===== src/rtl/pwm_pkg.sv =====
// Package: field encodings shared by the address decoder and the register read mux.
// Assumes word-aligned accesses; the two low address bits are not decoded.
package pwm_pkg;

    // Word select inside one channel bank (address bits 3:2).
    typedef enum logic [1:0] {
        FLD_CTRL   = 2'd0,
        FLD_PERIOD = 2'd1,
        FLD_DUTY   = 2'd2,
        FLD_NONE   = 2'd3
    } pwm_fld_e;

    // Byte stride between channel banks, as an address bit count.
    localparam int BANK_SHIFT = 4;

endpackage


===== src/rtl/pwm_addr_dec.sv =====
// Module: pwm_addr_dec
// Turns a byte address into a one-hot channel select and a word select.
// Bank 0 is empty. Channel i is selected by bank i+1, and banks above NUM_CH select nothing.
module pwm_addr_dec
    import pwm_pkg::*;
#(
    parameter int NUM_CH = 4,
    parameter int ADDR_W = 8
) (
    input  logic [ADDR_W-1:0] addr,
    output logic [NUM_CH-1:0] ch_sel,
    output pwm_fld_e          fld
);

    localparam int BANK_W = ADDR_W - BANK_SHIFT;

    logic [BANK_W-1:0] bank;

    assign bank = addr[ADDR_W-1:BANK_SHIFT];

    // One compare per channel against its bank number.
    for (genvar i = 0; i < NUM_CH; i++) begin : g_sel
        assign ch_sel[i] = (bank == BANK_W'(i + 1));
    end

    // Word select from address bits 3:2.
    always_comb begin
        fld = pwm_fld_e'(addr[3:2]);
    end

endmodule


===== src/rtl/pwm_channel.sv =====
// Module: pwm_channel
// One PWM channel: its control, period and duty registers, the divider counter,
// the period counter and the polarity stage.
// Assumes write strobes are already qualified by the address decode.
module pwm_channel #(
    parameter int DIV_W  = 10,
    parameter int PER_W  = 16,
    parameter int DATA_W = 32
) (
    input  logic              clk,
    input  logic              rst_n,
    input  logic              wr_ctrl,
    input  logic              wr_per,
    input  logic              wr_duty,
    input  logic [DATA_W-1:0] wdata,
    output logic [DIV_W+1:0]  ctrl_rd,
    output logic [PER_W-1:0]  per_rd,
    output logic [PER_W-1:0]  duty_rd,
    output logic              pwm_o
);

    logic             en_q;
    logic             pol_q;
    logic [DIV_W-1:0] div_q;
    logic [PER_W-1:0] per_q;
    logic [PER_W-1:0] duty_q;
    logic [DIV_W-1:0] pre_q;
    logic [PER_W-1:0] cnt_q;
    logic [DIV_W-1:0] div_eff;
    logic             pre_last;
    logic             cnt_last;
    logic             active;

    // Register writes, cleared on reset.
    always_ff @(posedge clk) begin
        if (!rst_n) begin
            en_q   <= 1'b0;
            pol_q  <= 1'b0;
            div_q  <= '0;
            per_q  <= '0;
            duty_q <= '0;
        end else begin
            if (wr_ctrl) begin
                en_q  <= wdata[0];
                pol_q <= wdata[1];
                div_q <= wdata[DIV_W+1:2];
            end
            if (wr_per)  per_q  <= wdata[PER_W-1:0];
            if (wr_duty) duty_q <= wdata[PER_W-1:0];
        end
    end

    // A divider of zero runs as one.
    assign div_eff  = (div_q == '0) ? DIV_W'(1) : div_q;
    assign pre_last = (pre_q >= div_eff - DIV_W'(1));
    assign cnt_last = (per_q == '0) || (cnt_q >= per_q - PER_W'(1));

    // Divider and period counters, held at zero while the channel is disabled.
    always_ff @(posedge clk) begin
        if (!rst_n || !en_q) begin
            pre_q <= '0;
            cnt_q <= '0;
        end else if (pre_last) begin
            pre_q <= '0;
            cnt_q <= cnt_last ? '0 : cnt_q + PER_W'(1);
        end else begin
            pre_q <= pre_q + DIV_W'(1);
        end
    end

    // Active level while the count is below duty, then the polarity stage.
    assign active = en_q && (cnt_q < duty_q);
    assign pwm_o  = pol_q ? active : !active;

    assign ctrl_rd = {div_q, pol_q, en_q};
    assign per_rd  = per_q;
    assign duty_rd = duty_q;

    AST_PRE_WRAP: assert property (@(posedge clk) disable iff (!rst_n)
        (en_q && pre_q >= div_eff) |=> (pre_q == '0));

    AST_STEP_ON_WRAP: assert property (@(posedge clk) disable iff (!rst_n)
        (en_q && $past(en_q) && cnt_q != $past(cnt_q)) |-> (pre_q == '0));

    AST_HOLD_ZERO: assert property (@(posedge clk) disable iff (!rst_n)
        (!en_q && !$past(en_q)) |-> (pre_q == '0 && cnt_q == '0));

    AST_PER_LOAD: assert property (@(posedge clk) disable iff (!rst_n)
        wr_per |=> (per_rd == $past(wdata[PER_W-1:0])));

endmodule


===== src/rtl/pwm_quad_ctrl.sv =====
// Module: pwm_quad_ctrl
// Top level: address decode, NUM_CH channel instances and the read-data mux.
// Assumes one clock for the bus and the waveforms and word-aligned accesses.
module pwm_quad_ctrl
    import pwm_pkg::*;
#(
    parameter int NUM_CH = 4,
    parameter int ADDR_W = 8,
    parameter int DATA_W = 32,
    parameter int DIV_W  = 10,
    parameter int PER_W  = 16
) (
    input  logic              clk,
    input  logic              rst_n,
    input  logic [ADDR_W-1:0] addr,
    input  logic              we,
    input  logic [DATA_W-1:0] wdata,
    output logic [DATA_W-1:0] rdata,
    output logic [NUM_CH-1:0] pwm_o
);

    localparam int CTRL_W = DIV_W + 2;
    localparam int BANK_W = ADDR_W - BANK_SHIFT;

    logic [NUM_CH-1:0] ch_sel;
    pwm_fld_e          fld;
    logic [CTRL_W-1:0] ctrl_rd [NUM_CH];
    logic [PER_W-1:0]  per_rd  [NUM_CH];
    logic [PER_W-1:0]  duty_rd [NUM_CH];

    pwm_addr_dec #(
        .NUM_CH (NUM_CH),
        .ADDR_W (ADDR_W)
    ) u_dec (
        .addr   (addr),
        .ch_sel (ch_sel),
        .fld    (fld)
    );

    for (genvar i = 0; i < NUM_CH; i++) begin : g_ch
        pwm_channel #(
            .DIV_W  (DIV_W),
            .PER_W  (PER_W),
            .DATA_W (DATA_W)
        ) u_ch (
            .clk     (clk),
            .rst_n   (rst_n),
            .wr_ctrl (we && ch_sel[i] && fld == FLD_CTRL),
            .wr_per  (we && ch_sel[i] && fld == FLD_PERIOD),
            .wr_duty (we && ch_sel[i] && fld == FLD_DUTY),
            .wdata   (wdata),
            .ctrl_rd (ctrl_rd[i]),
            .per_rd  (per_rd[i]),
            .duty_rd (duty_rd[i]),
            .pwm_o   (pwm_o[i])
        );
    end

    // Read mux: the selected channel's word, zero-extended; zero for anything unmapped.
    always_comb begin
        rdata = '0;
        for (int i = 0; i < NUM_CH; i++) begin
            if (ch_sel[i]) begin
                case (fld)
                    FLD_CTRL:   rdata = DATA_W'(ctrl_rd[i]);
                    FLD_PERIOD: rdata = DATA_W'(per_rd[i]);
                    FLD_DUTY:   rdata = DATA_W'(duty_rd[i]);
                    default:    rdata = '0;
                endcase
            end
        end
    end

    AST_RD_OUTSIDE: assert property (@(posedge clk) disable iff (!rst_n)
        (addr[ADDR_W-1:BANK_SHIFT] == '0 || addr[ADDR_W-1:BANK_SHIFT] > BANK_W'(NUM_CH))
        |-> (rdata == '0));

endmodule


===== config.mk =====
export PLATFORM = sky130hd
export DESIGN_NAME = pwm_quad_ctrl
export DESIGN_NICKNAME = d
export VERILOG_FILES = /design/src/rtl/pwm_pkg.sv /design/src/rtl/pwm_addr_dec.sv /design/src/rtl/pwm_channel.sv /design/src/rtl/pwm_quad_ctrl.sv
export SDC_FILE = /design/constraint.sdc
export NUM_CORES = 1
export LEC_CHECK = 0
export BUFFER_PORTS_ARGS = -buffer_cell sky130_fd_sc_hd__buf_2
export CAP_MARGIN = 25
export CORE_MARGIN = 2
export CORE_UTILIZATION = 63
export DETAILED_ROUTE_END_ITERATION = 8
export PLACE_DENSITY = 0.81
export SLEW_MARGIN = 0
export SYNTH_ARGS = -nofsm -noshare
export SYNTH_HDL_FRONTEND = slang
export SYNTH_SLANG_ARGS = --single-unit

===== constraint.sdc =====
create_clock -name clk -period 4.2 [get_ports clk]
set_input_delay 0.63 -clock clk [delete_from_list [all_inputs] [get_ports clk]]
set_output_delay 0.63 -clock clk [all_outputs]
set_load 0.02 [all_outputs]

==> results.md <==
- Outcome: complete, no violations
- Xor/xnor share of the synthesized area: 0.0659
- Post-DP Area: 0.0186 mm^2
- Wire per inst: 19.4 um
- Largest net degree at the start of global routing: 52
- I/O Buffers: 44
- Dpl cells: 2,640
- First-pass GRT wire length: 83,800 um
- WL final: 52,300 um
- CP cell instances: or4_4 > or3_1 > nor2_1 > a21oi_1 > ha_1 > nand2b_1 > nor4_1 > xnor2_1 > ha_1 > and3_1 > nand3_2 > o21ai_4 > a21boi_1 > buf_4 > or4_1 > a21oi_1
- PD cells: roughly 310 mW/mm^2
- Switch share: 0.242
- Avg Inst Size Synth: 7.93 um^2
- Worst slew margin: 0.382
- Worst slack, placed: 0.238 ns
- Flop pwr share: 0.442
- Share of post-route cells with drive strength above 1: 0.0613
- Adder-Cell Fraction of Synth Area: 0.126
- Cells on worst reg2reg path: 16
- Simple-Gate Fraction of Synth Area: 0.221
- Root Driver: clkbuf_16
- Fin. max-slew vios: 0
- Die W: 175 um
- Clock-pin transition on the worst setup and hold timing paths: roughly 0.07 ns
- Number of flops mapped to enable cells by yosys: 0
- Hold Fails Final Rpt: 0
- Final setup fails: 0
- Fin worst setup slack: 0.302 ns
- Maximum clock frequency: 0.257 GHz
- Cts bufs inserted: 31
- Clock power frac: 0.481
- Sw power: 0.00146 W
- Grt total ovfl: 0
- Post-synthesis mux area share: 0.0285
- Hold Buf Count CTS: 0
- Distinct cells, synth: around 70
- Number of I/O pins: between 70 and 80
- Total GRT Usage: 0.338
- DR vias: 16,800
- Pint: 0.00458 W
- LEAKAGE: 7.52 nW
- Commonest non-fill, non-tap cell in the layout: nand2_1
- Worst hold-check path type: input port to register
- R2r setup slk: a little over 0.3 ns
- Least-Margin Pin Slew: 0.922 ns
- Initial Util: 0.639
- Number of routed nets with antenna violations: 0
- Final Non-Filler Cells: 2,700
- Row count: 62
- CTS Buffer Depth: 3
- Detail Placement HPWL: 37,900 um
- Max cap viols: 0
- GP Congestion: roughly 0.94
- CTS tree: done
- Worst Setup EP: g_ch[1].u_ch.cnt_q[6]
- Synth-to-Final Area Change: 7.89%
- Crit end category: register
- Compound-cell area share of the yosys netlist: 0.196
- Tcrit/Tclk final: 0.928
- H-tree depth: 1
- Sequential fraction of the synthesis area: 0.306
- Initial antenna violation count: 1
- Crit-path slowest cell: or4_4
- Largest family of logic cells by synthesized area: simple AND/OR/NAND/NOR gates
- Setup_tns: 0 ns
- WP data required: 4.70 ns
- Crit Path Max Fanout: 19
- RR Endpoint: g_ch[1].u_ch.cnt_q[6]
- Fin crit period: roughly 3.9 ns
- Sink Count: 280
- Most frequently used flop master after synthesis: dfxtp_1
- WP data arrival: ~4.4 ns
- Critical Path Source: g_ch[1].u_ch.div_q[4]
- R2r startpoint: g_ch[1].u_ch.div_q[4]
- Clock Skews: 0.0103 ns
- Synth Register Bits: 280
- RSZ-0062 raised after global routing: false
- Max VDD drop: between 0.0003 and 0.0004 V
- Most frequent cells in the layout: nand2_1 (406), dfxtp_1 (280), ha_1 (184)
- Initial detailed-routing violation count: 1,706
- CP Class: register to register
- Syn. warnings: 0
- Startpoint class of the critical path: register
- Mapped Area: around 0.018 mm^2
- Die H: between 150 and 200 um
- Critical path's largest stage delay: 0.54 ns
- Ys async rst share: 0
- WHS: ~0.44 ns
- Vias in the first global route: 16,000
- Fin area: 0.0198 mm^2
- Gate Count Post-Synth: 2,313
- DRC violations left: 0
- Worst-Skew Late Latency: roughly 0.57 ns
- Logic pwr share: 0.077
- Die Area: 0.0305 mm^2
- Vias/cell: 6.23
- Core ar.: 0.0287 mm^2
- Pre-Repair DR Iteration Count: 7
- Nets@finish: roughly 2,500
-- sequential cells by signal, indices dropped and copies added (netlist names) --
register / flops
g_ch.u_ch.en_q: 4
g_ch.u_ch.pre_q: 40
g_ch.u_ch.div_q: 40
g_ch.u_ch.pol_q: 4
g_ch.u_ch.duty_rd: 64
g_ch.u_ch.cnt_q: 64
g_ch.u_ch.per_rd: 64
-- power by group through the flow --
stage / Sequential [W] / Clock (W) / Combinational, W
2_1_floorplan: 0.00273 / 0 / 0.000325
3_3_place_gp: 0.00273 / 0 / 0.000431
3_5_place_dp: 0.00273 / 0 / 0.000442
4_1_cts: 0.00267 / 0.00293 / 0.000445
5_1_grt: 0.00267 / 0.00303 / 0.000495
6_report: 0.00267 / 0.00291 / 0.000464
-- cell usage after synthesis, types with 5 or more instances --
| master | count | area share |
|---|---|---|
| nand2_1 | 406 | 0.083 |
| o22ai_1 | 14 | 0.0048 |
| o31ai_1 | 13 | 0.0053 |
| buf_4 | 27 | 0.011 |
| mux2i_1 | 51 | 0.028 |
| nor4_1 | 23 | 0.0078 |
| nor2b_1 | 25 | 0.0085 |
| a211oi_1 | 16 | 0.0066 |
| and2_1 | 8 | 0.0027 |
| a21oi_1 | 141 | 0.038 |
| a211o_1 | 5 | 0.0024 |
| a31oi_1 | 19 | 0.0065 |
| inv_1 | 102 | 0.021 |
| o221ai_1 | 11 | 0.0053 |
| buf_2 | 25 | 0.0068 |
| a21boi_0 | 165 | 0.068 |
| nor3_1 | 35 | 0.0096 |
| a221oi_1 | 9 | 0.0043 |
| a2111oi_0 | 7 | 0.0033 |
| a22oi_1 | 7 | 0.0029 |
| nand4_1 | 39 | 0.013 |
| nor3b_1 | 5 | 0.0020 |
| a22o_1 | 6 | 0.0029 |
| o2111ai_1 | 6 | 0.0029 |
| clkbuf_1 | 86 | 0.018 |
| a21o_1 | 19 | 0.0078 |
| o21ai_0 | 59 | 0.016 |
| or4_1 | 17 | 0.0070 |
| xor2_1 | 46 | 0.022 |
| nand2b_1 | 17 | 0.0058 |
| or3_1 | 25 | 0.0085 |
| and3_1 | 23 | 0.0078 |
| xnor2_1 | 92 | 0.044 |
| o21a_1 | 7 | 0.0029 |
| nor2_1 | 164 | 0.034 |
| nand3_1 | 66 | 0.018 |
| ha_1 | 184 | 0.13 |
| o211ai_1 | 6 | 0.0025 |
| dfxtp_1 | 280 | 0.31 |
| buf_1 | 5 | 0.0010 |
-- per-stage QoR --
stage	utilization	total power [W]
after floorplan	-	0.00305
after global placement	0.650	0.00316
after detailed placement	0.650	0.00317
after CTS	0.688	0.00604
after global routing	0.689	0.00620
final	0.689	0.00605
-- worst max-delay path, delay by kind of cell, from the launching register on --
family                     cells  cell delay [ns]
xor gates and xnor gates       1             0.14
adders and majority gates      2             0.53
buffers and inverters          1             0.20
AOI/OAI and AO/OA              4             0.52
and+or+nand+nor                8             2.07
DFF                            1             0.36
-- worst min path at each step --
stage	to	slack, ns	depth (start not counted)	from
3_3_place_gp	g_ch[2].u_ch.duty_rd[1]	0.45	2	g_ch[2].u_ch.duty_rd[1]
6_report	g_ch[0].u_ch.per_rd[15]	0.44	3	wdata[15]
5_1_grt	g_ch[0].u_ch.duty_rd[15]	0.44	3	wdata[15]
2_1_floorplan	g_ch[0].u_ch.pre_q[0]	0.44	1	g_ch[0].u_ch.pre_q[0]
4_1_cts	g_ch[3].u_ch.duty_rd[15]	0.43	3	wdata[15]
3_5_place_dp	g_ch[2].u_ch.duty_rd[9]	0.46	2	g_ch[2].u_ch.duty_rd[9]
-- layer usage --
layer  up-vias  wire (um)  track usage
met4         0       3270        0.180
met5         -          0            0
met1      7889      21700        0.428
met3       202       3690       0.0485
met2       659      23600        0.562
li1       8070          -            -
-- area by class of cell --
| type | instances | area [um^2] |
|---|---|---|
| Tap cell | 384 | 480 |
| Multi-Input combinational cell | 1803 | 11800 |
| Inverter | 102 | 383 |
| Clock inverter | 13 | 204 |
| Fill cell | 2387 | 8920 |
| Sequential cell | 280 | 5610 |
| Timing Repair Buffer | 72 | 448 |
| Antenna cell | 1 | 2.50 |
| Clock buffer | 45 | 888 |
-- timing repair --
action / CTS / global route
hold endpoints to repair: 0 / 0
setup endpoints to repair: 0 / 15
gates resized for setup: 0 / 6
setup buffers: 0 / 1
-- cell families (layout without fill, tap and decap cells) --
kind of cell | after synthesis | after routing
simple gates | 875 | 875
xor+xnor | 138 | 138
compound gates | 538 | 538
other cells | 1 | 17
buf+inv | 245 | 232
fa+ha+maj | 184 | 184
mux | 52 | 52
flops | 280 | 280
Power figures use the tool's default switching activity.
